**config.mk**
```make
export PLATFORM = sky130hd
export DESIGN_NAME = clkreg_smb_slave
export DESIGN_NICKNAME = d
export VERILOG_FILES = /design/src/rtl/clkreg_pkg.sv /design/src/rtl/clkreg_linesync.sv /design/src/rtl/clkreg_bank.sv /design/src/rtl/clkreg_xfer.sv /design/src/rtl/clkreg_smb_slave.sv
export SDC_FILE = /design/constraint.sdc
export NUM_CORES = 1
export LEC_CHECK = 0
export ABC_AREA = 1
export BUFFER_PORTS_ARGS = -buffer_cell sky130_fd_sc_hd__buf_2
export CAP_MARGIN = 10
export CORE_UTILIZATION = 33
export CTS_BUF_LIST = sky130_fd_sc_hd__clkbuf_8
export CTS_CLUSTER_DIAMETER = 30
export DETAILED_ROUTE_END_ITERATION = 8
export GPL_TIMING_DRIVEN = 1
export HOLD_SLACK_MARGIN = 0.15
export SLEW_MARGIN = 40
export SYNTH_ARGS = -nofsm -noshare
export SYNTH_HDL_FRONTEND = slang
export SYNTH_SLANG_ARGS = --single-unit
```
**constraint.sdc**
```tcl
create_clock -name clk -period 2.4 [get_ports clk]
set_input_delay 0.36 -clock clk [delete_from_list [all_inputs] [get_ports clk]]
set_output_delay 0.36 -clock clk [all_outputs]
set_load 0.03 [all_outputs]
```
**src/rtl/clkreg_pkg.sv**
```systemverilog
package clkreg_pkg;

  typedef enum logic [2:0] {
    PH_IDLE,
    PH_ADDR,
    PH_CMD,
    PH_COUNT,
    PH_WRITE,
    PH_READ
  } phase_t;

  // Reset value of register idx.
  function automatic logic [7:0] reg_default(input int idx);
    return 8'hF0 ^ 8'(idx);
  endfunction

  // True when the upper seven bits of an address byte match the device.
  function automatic logic addr_hit(input logic [7:0] b, input logic [6:0] dev);
    return b[7:1] == dev;
  endfunction

  // First register index selected by a command byte.
  function automatic logic [6:0] cmd_start_index(input logic [7:0] cmd);
    return cmd[7] ? cmd[6:0] : 7'd0;
  endfunction

endpackage

```
**src/rtl/clkreg_linesync.sv**
```systemverilog
module clkreg_linesync #(
  parameter int STAGES = 2
) (
  input  logic clk,
  input  logic rst_n,
  input  logic scl_i,
  input  logic sda_i,
  output logic sda_s,
  output logic scl_rise,
  output logic scl_fall,
  output logic start_det,
  output logic stop_det
);
  logic [STAGES-1:0] scl_q, sda_q;
  logic scl_p, sda_p, scl_s;

  always_ff @(posedge clk or negedge rst_n) begin
    if (!rst_n) begin
      scl_q <= '1;
      sda_q <= '1;
      scl_p <= 1'b1;
      sda_p <= 1'b1;
    end else begin
      scl_q <= {scl_q[STAGES-2:0], scl_i};
      sda_q <= {sda_q[STAGES-2:0], sda_i};
      scl_p <= scl_q[STAGES-1];
      sda_p <= sda_q[STAGES-1];
    end
  end

  assign scl_s     = scl_q[STAGES-1];
  assign sda_s     = sda_q[STAGES-1];
  assign scl_rise  = scl_s & ~scl_p;
  assign scl_fall  = ~scl_s & scl_p;
  assign start_det = scl_s & scl_p & sda_p & ~sda_s;
  assign stop_det  = scl_s & scl_p & ~sda_p & sda_s;
endmodule

```
**src/rtl/clkreg_bank.sv**
```systemverilog
module clkreg_bank
  import clkreg_pkg::*;
#(
  parameter int NUM_REGS = 8
) (
  input  logic                  clk,
  input  logic                  rst_n,
  input  logic                  wr_en,
  input  logic [6:0]            wr_idx,
  input  logic [7:0]            wr_data,
  input  logic [6:0]            rd_idx,
  output logic [7:0]            rd_data,
  output logic [NUM_REGS*8-1:0] regs_flat
);
  for (genvar g = 0; g < NUM_REGS; g++) begin : g_reg
    logic [7:0] q;
    always_ff @(posedge clk or negedge rst_n) begin
      if (!rst_n)                         q <= reg_default(g);
      else if (wr_en && wr_idx == 7'(g))  q <= wr_data;
    end
    assign regs_flat[g*8 +: 8] = q;
  end

  // Indices past the bank read as zero.
  always_comb begin
    rd_data = 8'h00;
    for (int i = 0; i < NUM_REGS; i++)
      if (rd_idx == 7'(i)) rd_data = regs_flat[i*8 +: 8];
  end
endmodule

```
**src/rtl/clkreg_xfer.sv**
```systemverilog
module clkreg_xfer
  import clkreg_pkg::*;
#(
  parameter int         NUM_REGS = 8,
  parameter logic [6:0] DEV_ADDR = 7'h69
) (
  input  logic       clk,
  input  logic       rst_n,
  input  logic       sda_s,
  input  logic       scl_rise,
  input  logic       scl_fall,
  input  logic       start_det,
  input  logic       stop_det,
  input  logic [7:0] rd_data,
  output logic       sda_low,
  output logic       wr_en,
  output logic [6:0] wr_idx,
  output logic [7:0] wr_data,
  output logic [6:0] rd_idx
);
  localparam logic [7:0] COUNT_BYTE = 8'(NUM_REGS);

  phase_t     phase;
  logic [3:0] bitcnt;      // 0..7 data bits, 8 ack clock, 9 ack done
  logic [6:0] shreg;
  logic       ack_q, tx_live, count_first;
  logic [7:0] tx_q;
  logic [6:0] ptr;

  logic [7:0] rx_byte, tx_next;
  logic [2:0] bit_sel;
  logic       byte_done;

  assign rx_byte   = {shreg, sda_s};
  assign tx_next   = count_first ? COUNT_BYTE : rd_data;
  assign bit_sel   = 3'(4'd7 - bitcnt);
  assign byte_done = scl_rise && (phase != PH_IDLE) && (bitcnt == 4'd7);
  assign wr_en     = byte_done && (phase == PH_WRITE);
  assign wr_idx    = ptr;
  assign wr_data   = rx_byte;
  assign rd_idx    = ptr;

  always_ff @(posedge clk or negedge rst_n) begin
    if (!rst_n) begin
      phase       <= PH_IDLE;
      bitcnt      <= 4'd0;
      shreg       <= 7'd0;
      ack_q       <= 1'b0;
      tx_q        <= 8'd0;
      tx_live     <= 1'b0;
      ptr         <= 7'd0;
      count_first <= 1'b0;
      sda_low     <= 1'b0;
    end else if (start_det) begin
      phase   <= PH_ADDR;
      bitcnt  <= 4'd0;
      ack_q   <= 1'b0;
      tx_live <= 1'b0;
      sda_low <= 1'b0;
    end else if (stop_det) begin
      phase   <= PH_IDLE;
      ack_q   <= 1'b0;
      tx_live <= 1'b0;
      sda_low <= 1'b0;
    end else if (phase != PH_IDLE) begin
      if (scl_rise) begin
        if (bitcnt < 4'd8) begin
          shreg  <= rx_byte[6:0];
          bitcnt <= bitcnt + 4'd1;
          if (bitcnt == 4'd7) begin
            ack_q <= 1'b0;
            unique case (phase)
              PH_ADDR: begin
                if (addr_hit(rx_byte, DEV_ADDR)) begin
                  ack_q <= 1'b1;
                  phase <= rx_byte[0] ? PH_READ : PH_CMD;
                end else begin
                  phase <= PH_IDLE;
                end
              end
              PH_CMD: begin
                ack_q       <= 1'b1;
                ptr         <= cmd_start_index(rx_byte);
                count_first <= ~rx_byte[7];
                phase       <= rx_byte[7] ? PH_WRITE : PH_COUNT;
              end
              PH_COUNT: begin
                ack_q <= 1'b1;
                phase <= PH_WRITE;
              end
              PH_WRITE: begin
                ack_q <= 1'b1;
                ptr   <= ptr + 7'd1;
              end
              default: ;
            endcase
          end
        end else if (bitcnt == 4'd8) begin
          bitcnt <= 4'd9;
          if (phase == PH_READ && tx_live) begin
            if (sda_s)            phase       <= PH_IDLE;   // master NACK
            else if (count_first) count_first <= 1'b0;
            else                  ptr         <= ptr + 7'd1;
          end
        end
      end else if (scl_fall) begin
        if (bitcnt == 4'd8) begin
          sda_low <= ack_q;
        end else if (bitcnt == 4'd9) begin
          bitcnt <= 4'd0;
          ack_q  <= 1'b0;
          if (phase == PH_READ) begin
            tx_q    <= tx_next;
            tx_live <= 1'b1;
            sda_low <= ~tx_next[7];
          end else begin
            sda_low <= 1'b0;
          end
        end else if (phase == PH_READ && tx_live && bitcnt != 4'd0) begin
          sda_low <= ~tx_q[bit_sel];
        end
      end
    end
  end
endmodule

```
**src/rtl/clkreg_smb_slave.sv**
```systemverilog
module clkreg_smb_slave #(
  parameter int         NUM_REGS    = 8,
  parameter logic [6:0] DEV_ADDR    = 7'h69,
  parameter int         SYNC_STAGES = 2
) (
  input  logic                  clk,
  input  logic                  rst_n,
  input  logic                  scl_i,
  input  logic                  sda_i,
  output logic                  sda_drive_low,
  output logic [NUM_REGS*8-1:0] regs_o
);
  localparam int REG_BITS = NUM_REGS * 8;

  logic       sda_s, scl_rise, scl_fall, start_det, stop_det;
  logic       wr_en;
  logic [6:0] wr_idx, rd_idx;
  logic [7:0] wr_data, rd_data;
  logic [REG_BITS-1:0] bank_bits;

  clkreg_linesync #(.STAGES(SYNC_STAGES)) u_sync (
    .clk(clk), .rst_n(rst_n), .scl_i(scl_i), .sda_i(sda_i),
    .sda_s(sda_s), .scl_rise(scl_rise), .scl_fall(scl_fall),
    .start_det(start_det), .stop_det(stop_det)
  );

  clkreg_xfer #(.NUM_REGS(NUM_REGS), .DEV_ADDR(DEV_ADDR)) u_xfer (
    .clk(clk), .rst_n(rst_n), .sda_s(sda_s), .scl_rise(scl_rise),
    .scl_fall(scl_fall), .start_det(start_det), .stop_det(stop_det),
    .rd_data(rd_data), .sda_low(sda_drive_low), .wr_en(wr_en),
    .wr_idx(wr_idx), .wr_data(wr_data), .rd_idx(rd_idx)
  );

  clkreg_bank #(.NUM_REGS(NUM_REGS)) u_bank (
    .clk(clk), .rst_n(rst_n), .wr_en(wr_en), .wr_idx(wr_idx),
    .wr_data(wr_data), .rd_idx(rd_idx), .rd_data(rd_data),
    .regs_flat(bank_bits)
  );

  assign regs_o = bank_bits;
endmodule

```
Yosys cells after proc, flatten, opt, wreduce, memory -nomap -nowiden
Cells that the tools add are included.
{ "totals": {"regBits": 103, "in_bits": 4, "output_inout_bits": 65, "elab_cells": 192} }
{ "classes": {"add_sub_neg": 3, "order_cmp": 2, "n_eq_ne": 31, "mux": 75, "bitwise_logic": 18, "reduce_logical": 42} }
{ "ops": {"columns": ["op", "count"], "rows": [
  ["8-bit 2-to-1 mux", 9],
  ["7-bit 2-to-1 mux", 7],
  ["3-bit 2-to-1 mux", 12],
  ["4-bit 2-to-1 mux", 9],
  ["1-bit 2-to-1 mux", 34],
  ["7-bit by 3-bit equality test with 1-bit output (second input constant)", 4],
  ["3-bit nonzero test", 8],
  ["4-bit nonzero test", 6],
  ["6-bit AND reduction", 3],
  ["4-bit inequality test (second input constant)", 4],
  ["7-bit by 2-bit equality test with 1-bit output (second input constant)", 2],
  ["7-bit case mux with 2 select lines", 1],
  ["1-bit logical AND", 13],
  ["1-bit inverter", 11],
  ["10-bit AND reduction", 1],
  ["3-bit case mux with 3 select lines", 1],
  ["9-bit AND reduction", 1],
  ["4-bit equality test (second input constant)", 2],
  ["2-bit inequality test (second input constant)", 4],
  ["8-bit AND reduction", 1],
  ["7-bit by 1-bit adder with 7-bit output (second input constant)", 1],
  ["1-bit bitwise AND", 7],
  ["7-bit by 1-bit equality test with 1-bit output (second input constant)", 1],
  ["7-bit equality test (second input constant)", 1],
  ["other kinds (22)", 28]
]} }

Logic depth before layout (Yosys ltp)
Gate-level depths: netlist of the first run.
{ "depth": {"word_depth": 19, "depth_mapped": 16, "ltp_nobuf": 16} }

Modules after synthesis
A second synthesis of the first run with hierarchy kept.
{ "hier_totals": {"cells_unflattened": 703, "hier_area_um2": 5744.3} }
{ "by_module_without_submodules": {"columns": ["mod", "n_inst", "cells_per_inst", "area_each_um2", "seq_area_each_um2"], "rows": [
  ["clkreg_bank", 1, 360, 3181.8, 1656.6],
  ["clkreg_xfer", 1, 326, 2363.5, 825.8],
  ["clkreg_linesync", 1, 17, 198.9, 157.7]
]} }

Worst setup path after synthesis of the first run
No wires, ideal clock.
{ "synth_path": {"path_type": "reg2reg", "start": "register u_sync.scl_q[1]", "end": "register u_xfer.ptr[0], in the netlist u_xfer.rd_idx[0]", "setup_time_ns": 0.130, "arrival_ns": 1.759, "required_ns": 2.270, "slack_ns": 0.511, "path_stages_with_launch": 13, "n_path_buf": 0, "synth_period_minus_slack_ns": 1.889, "path_cell_list": "dfstp_2 ha_1 nand2_1 nor2_1 nor2_4 inv_2 nor2_2 nand4_1 inv_2 nand3_4 inv_2 o211ai_1 o21ai_0"} }
{ "synth_between": {"elab_chain_cells": 5, "elab_cells_between_ends": 9, "classes_between": "bitwise (8); reduce/logical (1)"} }
{ "synth_rtl": {"columns": ["element", "line", "rtl"], "rows": [
  ["start: declaration", "clkreg_linesync.sv:14", "logic [STAGES-1:0] scl_q, sda_q;"],
  ["start signal: assignment", "clkreg_linesync.sv:24", "scl_q <= {scl_q[STAGES-2:0], scl_i};"],
  ["1-bit bitwise AND", "clkreg_linesync.sv:35, clkreg_linesync.sv:36", null],
  ["1-bit bitwise AND, on equally long branches (2 in a row)", "clkreg_linesync.sv:36, clkreg_linesync.sv:35", null],
  ["1-bit inverter (no source line)", null, null],
  ["10-bit AND reduction (no source line) (*)", null, null],
  ["end signal: assignment", "clkreg_xfer.sv:83", "ptr <= cmd_start_index(rx_byte);"],
  ["end signal: assignment", "clkreg_xfer.sv:93", "ptr <= ptr + 7'd1;"],
  ["end signal: assignment", "clkreg_xfer.sv:103", "else ptr <= ptr + 7'd1;"],
  ["end: declaration", "clkreg_xfer.sv:28", "logic [6:0] ptr;"]
]} }
Mark *: on every way between the ends. The rest lies on a longest branch, timed or not.
A chain may end at the register's enable or synchronous reset.

Final worst setup path of the first run
{ "layout_path": {"start": "register u_xfer.ptr[1], in the netlist u_xfer.rd_idx[1]", "end": "register u_xfer.sda_low"} }
{ "layout_between": {"elab_chain_cells": 19, "elab_cells_between_ends": 26, "classes_between": "eq/ne (7); mux (17); bitwise (1); reduce/logical (1)"} }
{ "layout_rtl": {"columns": ["element", "line", "rtl"], "rows": [
  ["7-bit zero test", "clkreg_bank.sv:28", "if (rd_idx == 7'(i)) rd_data = regs_flat[i*8 +: 8];"],
  ["8-bit 2-to-1 mux (7 in a row)", "clkreg_bank.sv:28", null],
  ["8-bit 2-to-1 mux (*)", "clkreg_bank.sv:28", null],
  ["8-bit 2-to-1 mux (*)", "clkreg_xfer.sv:35", "assign tx_next = count_first ? COUNT_BYTE : rd_data;"],
  ["1-bit inverter (*)", "clkreg_xfer.sv:115", "sda_low <= ~tx_next[7];"],
  ["1-bit 2-to-1 mux (*)", "clkreg_xfer.sv:112", "if (phase == PH_READ) begin"],
  ["1-bit 2-to-1 mux (*)", "clkreg_xfer.sv:109", "end else if (bitcnt == 4'd9) begin"],
  ["1-bit 2-to-1 mux (*)", "clkreg_xfer.sv:107", "if (bitcnt == 4'd8) begin"],
  ["1-bit 2-to-1 mux (*)", "clkreg_xfer.sv:106", "end else if (scl_fall) begin"],
  ["1-bit 2-to-1 mux (*)", "clkreg_xfer.sv:66", "if (scl_rise) begin"],
  ["1-bit 2-to-1 mux (*)", "clkreg_xfer.sv:65", "end else if (phase != PH_IDLE) begin"],
  ["1-bit 2-to-1 mux (*)", "clkreg_xfer.sv:60", "end else if (stop_det) begin"],
  ["1-bit 2-to-1 mux (*)", "clkreg_xfer.sv:54", "end else if (start_det) begin"],
  ["end signal: assignment", "clkreg_xfer.sv:108", "sda_low <= ack_q;"],
  ["end signal: assignment", "clkreg_xfer.sv:115", null],
  ["end signal: assignment", "clkreg_xfer.sv:120", "sda_low <= ~tx_q[bit_sel];"],
  ["end: declaration", "clkreg_xfer.sv:15", "output logic sda_low,"]
]} }
Mark *: on every way between the ends. The rest lies on a longest branch, timed or not. The select of a mux whose other input is x is not followed.

==> flow_summary_export.csv, run 1 <==
group,metric,value,unit
run_status,outcome,"finished, final reports clean",
yosys,synth_seq_cells,103,
clock_network,h-tree-depth,3,
critical_path,cp.required,2.73,ns
floorplan,num_rows,45,
placed_design,place_congestion,0.824,
clock_network,cts_tree,"done",
yosys,synth_cells,637,
grt,gr-total-overflow,0,
floorplan,fp.coreArea,15300,um^2
detailed_routing,met2WireLength,6440,um
sta,relSlewSlack,53.4,%
detailed_routing,top_layer_used,"met4",
final_layout,areaGrowthSynthToFinish,18.2,%
detailed_routing,wl_met3,786,um
critical_path,critical_path_class,"register to register",
final_layout,final_cell_mix,"nand2_1 (179), o21ai_0 (114), buf_2 (67)",
placed_design,portBuffers,68,
final_layout,drive_gt1_share,25.5,%
sta,hold_viol_final,0,
grt,antenna_found_initial,0,
min_path,hold_class,"register to register",
yosys,synth_seq_area_share,50.7,%
yosys,yosys_most_used_dff,"dfrtp_1",
power_and_ir_drop,leakagePower,2.85,nW
detailed_routing,drt_iter0_markers,364,
detailed_routing,via_per_inst,4.91,
floorplan,start_util,34.0,%
power_and_ir_drop,ir_drop,0.000283,V
yosys,synth_edf_count,0,
sta,tightestPinTransition,0.695,ns
job,drv_cap,0,
sta,clock-skew-final,0.0183,ns
grt,grt_usage,19.4,%
yosys,synth_area_leader_cell,"dfrtp_1",
clock_network,clockBufferDepth,2,
clock_network,clk_latency,0.39,ns
floorplan,fp.dieH,128,um
detailed_routing,drt-met1-wl,7330,um
detailed_routing,vias,4632,
critical_path,end_kind,"register",
clock_network,numCtsBuffers,9,
clock_network,cts_sinks,103,
grt,first_global_vias,4233,
yosys,syn_nets,651,
final_layout,final_common_cell,"nand2_1",
yosys,syn_area,5210,um^2
sta,rsz0062_at_grt,"no",
clock_network,cts.clk_slew.worst_paths,0.11,ns
yosys,synth.area.top_cells,"dfrtp_1 (25%), dfstp_2 (25%), nand2_1 (13%)",
detailed_routing,drt-wirelength-per-cell,15.8,um
placed_design,hpwl,10500,um
critical_path,worstPathArrival,2.44,ns
grt,grt_pass1_wl,23900,um
yosys,ys_types,41,
sta,maxSlewViolCount,0,
floorplan,die_area,16300,um^2
yosys,synth_top_area_share,25.5,%
detailed_routing,drc,0,
sta,period_share,88.0,%
clock_network,cts_root_buffer,"clkbuf_8",
detailed_routing,first_pass_iters,5,
final_layout,fillCellCount,1647,
yosys,synth-warning-count,0,
placed_design,dpl-instance-area,5900,um^2
final_layout,finalNetCount,741,
power_and_ir_drop,power_density,564,nW/um^2
critical_path,startpoint_type,"register",
final_layout,antenna_cells,0,
floorplan,pin_count,69,
critical_path,cp_max_fo,10,
final_layout,post-route-cell-area,6150,um^2
yosys,post_synth.cell_area_avg,8.18,um^2
grt,grt_max_degree,49,
yosys,async_reset_ff_share,100,%
sta,fmax,0.474,GHz
floorplan,die_w,128,um
detailed_routing,routed_wl,14900,um
sta,setup_viol,0,
detailed_routing,ant_nets,0,
sta,tns,0,ns
sta,min_period,2.11,ns
==> stage by stage <==
step | setup slack [ns] | hold WS (ns) | utilization [%] | cells | power (mW)
4_1_cts | 0.152 | 0.357 | 40.0 | 939 | 3.50
5_1_grt | 0.0204 | 0.362 | 40.2 | 943 | 3.62
2_1_floorplan | 0.511 | 0.0644 | - | 637 | 2.12
3_3_place_gp | 0.245 | 0.304 | 38.5 | 920 | 2.40
6_report | 0.288 | 0.352 | 40.2 | 943 | 3.47
3_5_place_dp | 0.184 | 0.303 | 38.5 | 920 | 2.40
==> worst max-delay path, stage by stage (launching register included) <==
cell and delay [ns]:
dfrtp_1 0.43, inv_1 0.11, ha_1 0.15, inv_1 0.07, nor2_1 0.18, nand2_2 0.16
buf_4 0.17, nand3_1 0.05, nand3_1 0.07, nand3_1 0.08, nand3_1 0.09, nand2_1 0.10
nand2_1 0.06, nand2_1 0.10, nand2_1 0.06, nand2_1 0.06, nand2_1 0.05, nand2_1 0.05
==> timing repair <==
| action | 4_1_cts | 5_1_grt |
|---|---|---|
| buffers inserted | 0 | 4 |
| hold buffers | 3 | 0 |
| endpoints found under the hold margin | 7 | 0 |
| resized for setup | 0 | 1 |
| setup endpoints to repair | 0 | 2 |
==> final cells by class <==
| type | instances | area, um^2 | share of cell area, % |
|---|---|---|---|
| inverters | 49 | 184 | 2.99 |
| well taps | 211 | 264 | 4.29 |
| clock inverters | 6 | 51.3 | 0.834 |
| flip-flops and latches | 103 | 2640 | 42.9 |
| repair buffers | 98 | 588 | 9.55 |
| multi-input cells | 466 | 2290 | 37.2 |
| clock buffers | 10 | 138 | 2.24 |
==> kinds of logic (layout without fill, tap and decap cells) <==
| group | count (synthesis) | in the layout | synth area share (%) |
|---|---|---|---|
| flops | 103 | 103 | 50.7 |
| buf+inv | 68 | 163 | 5.40 |
| xor+xnor | 1 | 1 | 0.168 |
| compound gates | 164 | 164 | 16.6 |
| simple gates | 291 | 291 | 24.7 |
| fa+ha+maj | 10 | 10 | 2.40 |
==> worst paths after layout <==
kind / from / end / slack, ns / cells past startpoint
hold / removal: u_sync.sda_q[0] / u_sync.sda_q[1] / 0.35 / 0
setup reg to reg: u_xfer.rd_idx[1] / u_xfer.sda_low / 0.29 / 17
hold reg to reg: u_sync.sda_q[0] / u_sync.sda_q[1] / 0.35 / 0
setup / recovery: u_xfer.rd_idx[1] / u_xfer.sda_low / 0.29 / 17
max in group asynchronous: rst_n / u_bank.g_reg[7].q[0] / 1.22 / 3
min in group asynchronous: rst_n / u_bank.g_reg[3].q[2] / 0.42 / 2
==> layer usage <==
layer,up-vias,track usage (%)
met5,-,0
met4,0,7.47
met3,22,2.43
met2,137,28.4
met1,2176,29.0
li1,2297,-
==> where the power goes <==
| group | switching [mW] | internal, mW | total [mW] |
|---|---|---|---|
| registers | 0.0677 | 1.81 | 1.88 |
| logic | 0.400 | 0.103 | 0.503 |
| clock network | 0.661 | 0.423 | 1.08 |
| total | 1.13 | 2.34 | 3.47 |
==> cells in the mapped netlist, types with 3 or more instances <==
cell      count
nand2_1     180
o21ai_0     114
dfrtp_1      53
dfstp_2      50
nor2_1       48
inv_1        41
a21oi_1      30
nand3_1      23
nor3_1       16
buf_2        11
ha_1         10
inv_2         8
clkbuf_1      5
nor2_2        5
nand4_1       4
o211ai_1      4
o21ai_1       4
o22ai_1       3
==> flip-flops by register name, summed over array words and instances (netlist names) <==
name	count
u_bank.g.q	64
u_sync.scl_p	1
u_sync.scl_q	2
u_sync.sda_p	1
u_sync.sda_q	2
u_xfer.ack_q	1
u_xfer.bitcnt	4
u_xfer.count_first	1
u_xfer.phase	3
u_xfer.rd_idx	7
u_xfer.sda_low	1
u_xfer.shreg	7
u_xfer.tx_live	1
u_xfer.tx_q	8
Power figures use the tool's default switching activity.
==> inputs of run 2 (changes only) <==
--- a/config.mk
+++ b/config.mk
@@ -12,7 +12,6 @@
 export CTS_BUF_LIST = sky130_fd_sc_hd__clkbuf_8
 export CTS_CLUSTER_DIAMETER = 30
 export DETAILED_ROUTE_END_ITERATION = 8
-export GPL_TIMING_DRIVEN = 1
 export HOLD_SLACK_MARGIN = 0.15
 export SLEW_MARGIN = 40
 export SYNTH_ARGS = -nofsm -noshare
==> constraint.sdc (replaced) <==
create_clock -name clk -period 2.2 [get_ports clk]
set_input_delay 0.33 -clock clk [delete_from_list [all_inputs] [get_ports clk]]
set_output_delay 0.33 -clock clk [all_outputs]
set_load 0.03 [all_outputs]
==> run 2 against run 1 <==
Against the previous run: non-clock buffer count down 4; combinational power up 15%; register-to-register slack worse by 0.15 ns; via count down 0.15%; worst hold slack better by 0.011 ns; clock power up 7%; critical endpoint is now u_xfer.tx_q[5]; highest routed layer unchanged.
==> flow_summary_export.csv, run 2 (synthesis results as in run 1) <==
group,metric,value,unit
placed_design,pre_cts_slack,0.0871,ns
final_layout,final_common_cell,"nand2_1",
clock_network,postCtsSetupBuffers,0,
detailed_routing,drc,0,
detailed_routing,via_per_inst,4.92,
floorplan,fp.dieH,128,um
critical_path,r2r_end,"u_xfer.tx_q[5]",
sta,tightestPinTransition,0.720,ns
power_and_ir_drop,leakagePower,2.84,nW
placed_design,place_congestion,0.889,
clock_network,cts_sinks,103,
detailed_routing,vias,4625,
power_and_ir_drop,p_comb_share,15.3,%
detailed_routing,drt-wirelength-per-cell,15.9,um
critical_path,reg2reg_slack,0.14,ns
critical_path,worstPathArrival,2.41,ns
critical_path,end_kind,"register",
power_and_ir_drop,p_int,2.54,mW
min_path,hold_class,"register to register",
sta,relSlewSlack,51.8,%
power_and_ir_drop,ir_drop,0.000364,V
floorplan,start_util,34.0,%
final_layout,final_util,40.1,%
critical_path,cpMaxStageDelayCell,"dfrtp_1",
sta,setup_viol,0,
detailed_routing,drt_iter0_markers,353,
clock_network,cts_tree,"done",
sta,clock-skew-final,0.0199,ns
sta,period_share,93.6,%
detailed_routing,routed_wl,14900,um
critical_path,cp_max_fo,5,
final_layout,largestRegisters,"u_bank.g.q (64), u_xfer.tx_q (8)",
final_layout,antenna_cells,0,
clock_network,cts.clk_slew.worst_paths,0.11,ns
min_path,whs_path_depth,0,
critical_path,slowest_delay,0.42,ns
critical_path,cp.buffers_inverters,1,
job,drv_cap,0,
critical_path,startpoint_type,"register",
critical_path,cp.required,2.55,ns
final_layout,areaGrowthSynthToFinish,17.9,%
detailed_routing,first_pass_iters,4,
grt,grt_usage,19.3,%
critical_path,timing.rr.start,"u_xfer.rd_idx[0]",
power_and_ir_drop,p_clk_share,30.6,%
floorplan,fp.coreArea,15300,um^2
sta,min_period,2.06,ns
final_layout,seq_area,2640,um^2
power_and_ir_drop,p_sw,1.25,mW
final_layout,largest_register,"u_bank.g.q",
final_layout,largest_reg_flops,64,
critical_path,path_common_cell,"nand2_1",
critical_path,ff2ff_path_depth,14,
sta,fmax,0.485,GHz
min_path,holdPathEnd,"u_sync.scl_q[1]",
power_and_ir_drop,power_density,617,nW/um^2
final_layout,fillCellCount,1633,
run_status,outcome,"finished, final reports clean",
final_layout,final_cell_mix,"nand2_1 (179), o21ai_0 (104), buf_2 (67)",
grt,antenna_found_initial,0,
min_path,worst_hold_startpoint,"u_sync.scl_q[0]",
floorplan,die_area,16300,um^2
clock_network,clockBufferDepth,2,
clock_network,cts_root_buffer,"clkbuf_8",
floorplan,die_w,128,um
sta,setup_slack,0.140,ns
final_layout,fin_cells,940,
placed_design,dp.cells,920,
critical_path,critical_path_class,"register to register",
sta,hold_viol_final,0,
placed_design,hpwl,10600,um
power_and_ir_drop,p_total,3.79,mW
clock_network,numCtsBuffers,9,
critical_path,cp_top_family,"simple AND/OR/NAND/NOR gates",
power_and_ir_drop,p_sw_share,33.0,%
critical_path,cp_cell_sequence,"inv_1, ha_1, nand2_1, nor2_4, nand2_1, nand2_1, o21ai_1, o21ai_0, o21ai_0, nand3_1, nand2_1, nand2_1, nand2_1, nand2_1",
final_layout,multi_input_area,2310,um^2
final_layout,finalNetCount,738,
sta,maxSlewViolCount,0,
grt,grt_max_degree,42,
power_and_ir_drop,power_frac_seq,54.1,%
floorplan,num_rows,45,
clock_network,clk_latency,0.40,ns
grt,grt_pass1_wl,23800,um
grt,gr-total-overflow,0,
final_layout,drive_gt1_share,25.5,%
floorplan,pin_count,69,
sta,rsz0062_at_grt,"yes",
clock_network,h-tree-depth,3,
detailed_routing,ant_nets,0,
placed_design,portBuffers,68,
grt,first_global_vias,4266,
## run 2: changes by cell type in the layout (fill, tap and decap cells not counted), moves of 2 or more
cell and delta:
buf_4 -5, o21ai_0 -10, o21ai_1 +8, o21ai_2 +2
## run 2: area by class of cell
| class | count | area share (%) |
|---|---|---|
| Timing Repair Buffer | 94 | 9.15 |
| Multi-Input combinational cell | 467 | 37.6 |
| Tap cell | 211 | 4.30 |
| Sequential cell | 103 | 43.0 |
| Clock buffer | 9 | 2.02 |
| Inverter | 49 | 3.00 |
| Clock inverter | 7 | 0.917 |
## run 2: repair_timing
item / 4_1_cts / 5_1_grt
gates resized for setup: 0 / 16
endpoints found under the hold margin: 28 / 0
endpoints found under the setup margin: 0 / 20
hold buffers: 3 / 0
## run 2: metal layers
layer / global-route usage (%) / up-vias / routed length (um) / share of wire (%)
li1: - / 2285 / - / -
met2: 27.7 / 142 / 6580 / 44
met1: 29.4 / 2184 / 7350 / 49
met3: 3.69 / 14 / 854 / 5.7
met5: 0 / - / 0 / 0
met4: 5.40 / 0 / 163 / 1.1
## run 2: worst max-delay path by stage
stage                                 from                   end  slack (ns)  cells after the start
after floorplan            u_sync.scl_q[1]      u_xfer.rd_idx[0]        0.31                     12
after global placement    u_xfer.rd_idx[0]        u_xfer.tx_q[0]        0.06                     14
after detailed placement  u_xfer.rd_idx[0]        u_xfer.tx_q[0]        0.09                     14
after CTS                 u_xfer.rd_idx[0]        u_xfer.tx_q[0]        0.06                     14
after global routing      u_xfer.bitcnt[1]  u_bank.g_reg[3].q[4]       -0.03                      8
final                     u_xfer.rd_idx[0]        u_xfer.tx_q[5]        0.14                     14
## run 2: per-stage QoR
step	hold slack, ns	setup TNS (ns)	area [um^2]
global route	0.369	-0.125	6140
global placement	0.283	0	5900
floorplan	0.0344	0	5210
finish	0.363	0	6140
detailed placement	0.279	0	5900
CTS	0.364	0	6110
## run 2: power groups by stage
stage / Combinational (mW) / Clock, mW / Sequential, mW
6_report: 0.579 / 1.16 / 2.05
5_1_grt: 0.629 / 1.25 / 2.06
4_1_cts: 0.577 / 1.18 / 2.05
3_5_place_dp: 0.569 / 0 / 2.08
3_3_place_gp: 0.564 / 0 / 2.08
2_1_floorplan: 0.231 / 0 / 2.08
## run 2: worst reg2reg max path, delay by kind of cell (launching register included)
kind,cells,cell delay [ns]
AO/OA/AOI/OAI,3,0.42
adder cells (fa/ha/maj),1,0.21
buffers and inverters,1,0.14
flip-flops,1,0.42
AND/OR/NAND/NOR,9,0.82
==> inputs of run 3 (changes only) <==
--- a/config.mk
+++ b/config.mk
@@ -8,11 +8,12 @@
 export ABC_AREA = 1
 export BUFFER_PORTS_ARGS = -buffer_cell sky130_fd_sc_hd__buf_2
 export CAP_MARGIN = 10
-export CORE_UTILIZATION = 33
+export CORE_UTILIZATION = 60
 export CTS_BUF_LIST = sky130_fd_sc_hd__clkbuf_8
 export CTS_CLUSTER_DIAMETER = 30
 export DETAILED_ROUTE_END_ITERATION = 8
 export HOLD_SLACK_MARGIN = 0.15
+export PLACE_DENSITY = 0.86
 export SLEW_MARGIN = 40
 export SYNTH_ARGS = -nofsm -noshare
 export SYNTH_HDL_FRONTEND = slang
==> run 3 against run 2 <==
Against the previous run: clock power is 5% higher; largest cell class unchanged; global-route usage grew 14 points; via count grew 7.1%; worst hold slack about the same; fmax decreased by 3.3%; flip-flop and latch count did not move; combinational power about the same; sequential power about the same; critical path depth decreased by 1; non-clock buffer count decreased by 3.
==> flow_summary_export.csv, run 3 (synthesis results as in run 1) <==
group,metric,value,unit
run_status,outcome,"finished, final reports clean",
detailed_routing,via_per_inst,5.97,
critical_path,path_common_cell,"nand2_1",
critical_path,worstPathArrival,2.39,ns
grt,grt_max_degree,49,
min_path,worst_hold_startpoint,"u_sync.sda_q[0]",
final_layout,final_cell_mix,"nand2_1 (176), o21ai_0 (110), buf_2 (67)",
power_and_ir_drop,ir_drop,0.000339,V
final_layout,drive_gt1_share,27.2,%
critical_path,timing.rr.start,"u_xfer.rd_idx[5]",
clock_network,clk_latency,0.36,ns
sta,hold_viol_final,0,
detailed_routing,drt-wirelength-per-cell,17.4,um
clock_network,cts_root_buffer,"clkbuf_8",
grt,use_met1,46.5,%
clock_network,clockBufferDepth,2,
critical_path,r2r_end,"u_xfer.tx_q[5]",
final_layout,largest_register,"u_bank.g.q",
critical_path,reg2reg_slack,0.07,ns
grt,busiest_layer,"met2",
critical_path,cpMaxStageDelayCell,"dfrtp_1",
job,drv_cap,0,
floorplan,fp.coreArea,8300,um^2
final_layout,final_common_cell,"nand2_1",
floorplan,pin_count,69,
placed_design,place_congestion,0.967,
placed_design,dpl-instance-area,5720,um^2
critical_path,ff2ff_path_depth,13,
clock_network,numCtsBuffers,9,
sta,min_period,2.13,ns
clock_network,cts_sinks,103,
detailed_routing,drc,0,
final_layout,antenna_cells,0,
critical_path,cp_max_fo,15,
final_layout,areaGrowthSynthToFinish,15.9,%
sta,clock-skew-final,0.0113,ns
sta,maxSlewViolCount,0,
clock_network,cts_tree,"done",
final_layout,post-route-cell-area,6040,um^2
min_path,hold_class,"register to register",
detailed_routing,ant_nets,0,
critical_path,slowest_delay,0.45,ns
min_path,holdPathEnd,"u_sync.sda_q[1]",
placed_design,hpwl,9820,um
power_and_ir_drop,p_total,3.85,mW
critical_path,critical_path_class,"register to register",
sta,fmax,0.469,GHz
floorplan,start_util,62.8,%
floorplan,die_area,9060,um^2
placed_design,dp.cells,807,
power_and_ir_drop,power_density,639,nW/um^2
clock_network,cts.clk_slew.worst_paths,0.10,ns
detailed_routing,first_pass_iters,5,
floorplan,die_w,95.2,um
final_layout,fin_cells,830,
placed_design,portBuffers,68,
floorplan,num_rows,33,
min_path,whs_path_depth,0,
detailed_routing,vias,4955,
sta,period_share,96.8,%
critical_path,cp.required,2.46,ns
critical_path,cp_cell_sequence,"nor2_2, nand2_4, inv_2, nand2_1, buf_6, o21ai_0, o21ai_0, o21ai_0, nand3_1, nand2_1, nand2_1, nand2_1, nand2_1",
grt,gr-usage-met3,6.54,%
grt,first_global_vias,4508,
critical_path,end_kind,"register",
sta,rsz0062_at_grt,"yes",
grt,grt_pass1_wl,22700,um
final_layout,fillCellCount,609,
detailed_routing,drt_iter0_markers,562,
grt,grt_usage,33.4,%
final_layout,finalNetCount,734,
sta,tightestPinTransition,0.659,ns
grt,antenna_found_initial,0,
grt,gr-total-overflow,0,
sta,relSlewSlack,54.9,%
grt,grt_util_met2,51.1,%
clock_network,h-tree-depth,3,
detailed_routing,routed_wl,14400,um
sta,setup_viol,0,
final_layout,largestRegisters,"u_bank.g.q (64), u_xfer.tx_q (8)",
power_and_ir_drop,leakagePower,2.83,nW
floorplan,fp.dieH,95.2,um
final_layout,largest_reg_flops,64,
critical_path,startpoint_type,"register",
==> run 3: cell types whose count changed in the layout (fill, tap and decap cells not counted), sizes merged <==
| cell | previous run | this run |
|---|---|---|
| bufinv | 0 | 1 |
| buf | 91 | 88 |
| nor2 | 55 | 54 |
| clkinv | 2 | 1 |
==> run 3: timing repair <==
action,CTS,global route
endpoints found under the setup margin,0,89
resized for setup,0,27
hold buffers,3,0
buffers inserted,0,4
endpoints found under the hold margin,26,0
==> run 3: worst max path at each step <==
stage / from / to / slack (ns) / cells past startpoint
3_3_place_gp: u_xfer.rd_idx[1] / u_xfer.tx_q[1] / 0.11 / 14
4_1_cts: u_xfer.rd_idx[1] / u_xfer.tx_q[1] / 0.02 / 14
5_1_grt: u_xfer.rd_idx[0] / u_xfer.tx_q[4] / -0.08 / 14
3_5_place_dp: u_xfer.rd_idx[1] / u_xfer.tx_q[1] / 0.05 / 14
2_1_floorplan: u_sync.scl_q[1] / u_xfer.rd_idx[0] / 0.31 / 12
6_report: u_xfer.rd_idx[5] / u_xfer.tx_q[5] / 0.07 / 13
==> run 3: metrics by stage <==
stage                     hold WS [ns]  setup WS (ns)  util (%)  TNS, ns
after floorplan                 0.0344          0.311         -        0
after global placement           0.346          0.115      68.9        0
after detailed placement         0.349         0.0540      68.9        0
final                            0.363         0.0694      72.7        0
after CTS                        0.361         0.0243      71.7        0
after global routing             0.367        -0.0848      72.7   -0.583
==> run 3: worst max-delay path: cells and delay by family, from the launching register on <==
family | cells | cell delay, ns
buf+inv | 2 | 0.31
simple gates | 8 | 0.81
compound gates | 3 | 0.47
flops | 1 | 0.45
==> run 3: final cells by class <==
| type | instances | area (um^2) | area share [%] |
|---|---|---|---|
| Timing Repair Buffer | 91 | 539 | 8.93 |
| Tap cell | 105 | 131 | 2.18 |
| Sequential cell | 103 | 2640 | 43.8 |
| Inverter | 49 | 186 | 3.09 |
| Clock buffer | 9 | 124 | 2.05 |
| Clock inverter | 7 | 78.8 | 1.31 |
| Multi-Input combinational cell | 466 | 2330 | 38.6 |
==> run 3: routing by layer <==
metal / vias up / wire [um]
met5: - / 0
met2: 299 / 6790
met1: 2324 / 5740
met4: 0 / 483
met3: 50 / 1400
li1: 2282 / -
==> run 3: power breakdown <==
| part | switching [mW] | internal [mW] |
|---|---|---|
| registers | 0.0753 | 1.98 |
| clock network | 0.682 | 0.541 |
| logic | 0.452 | 0.125 |
| total | 1.21 | 2.64 |
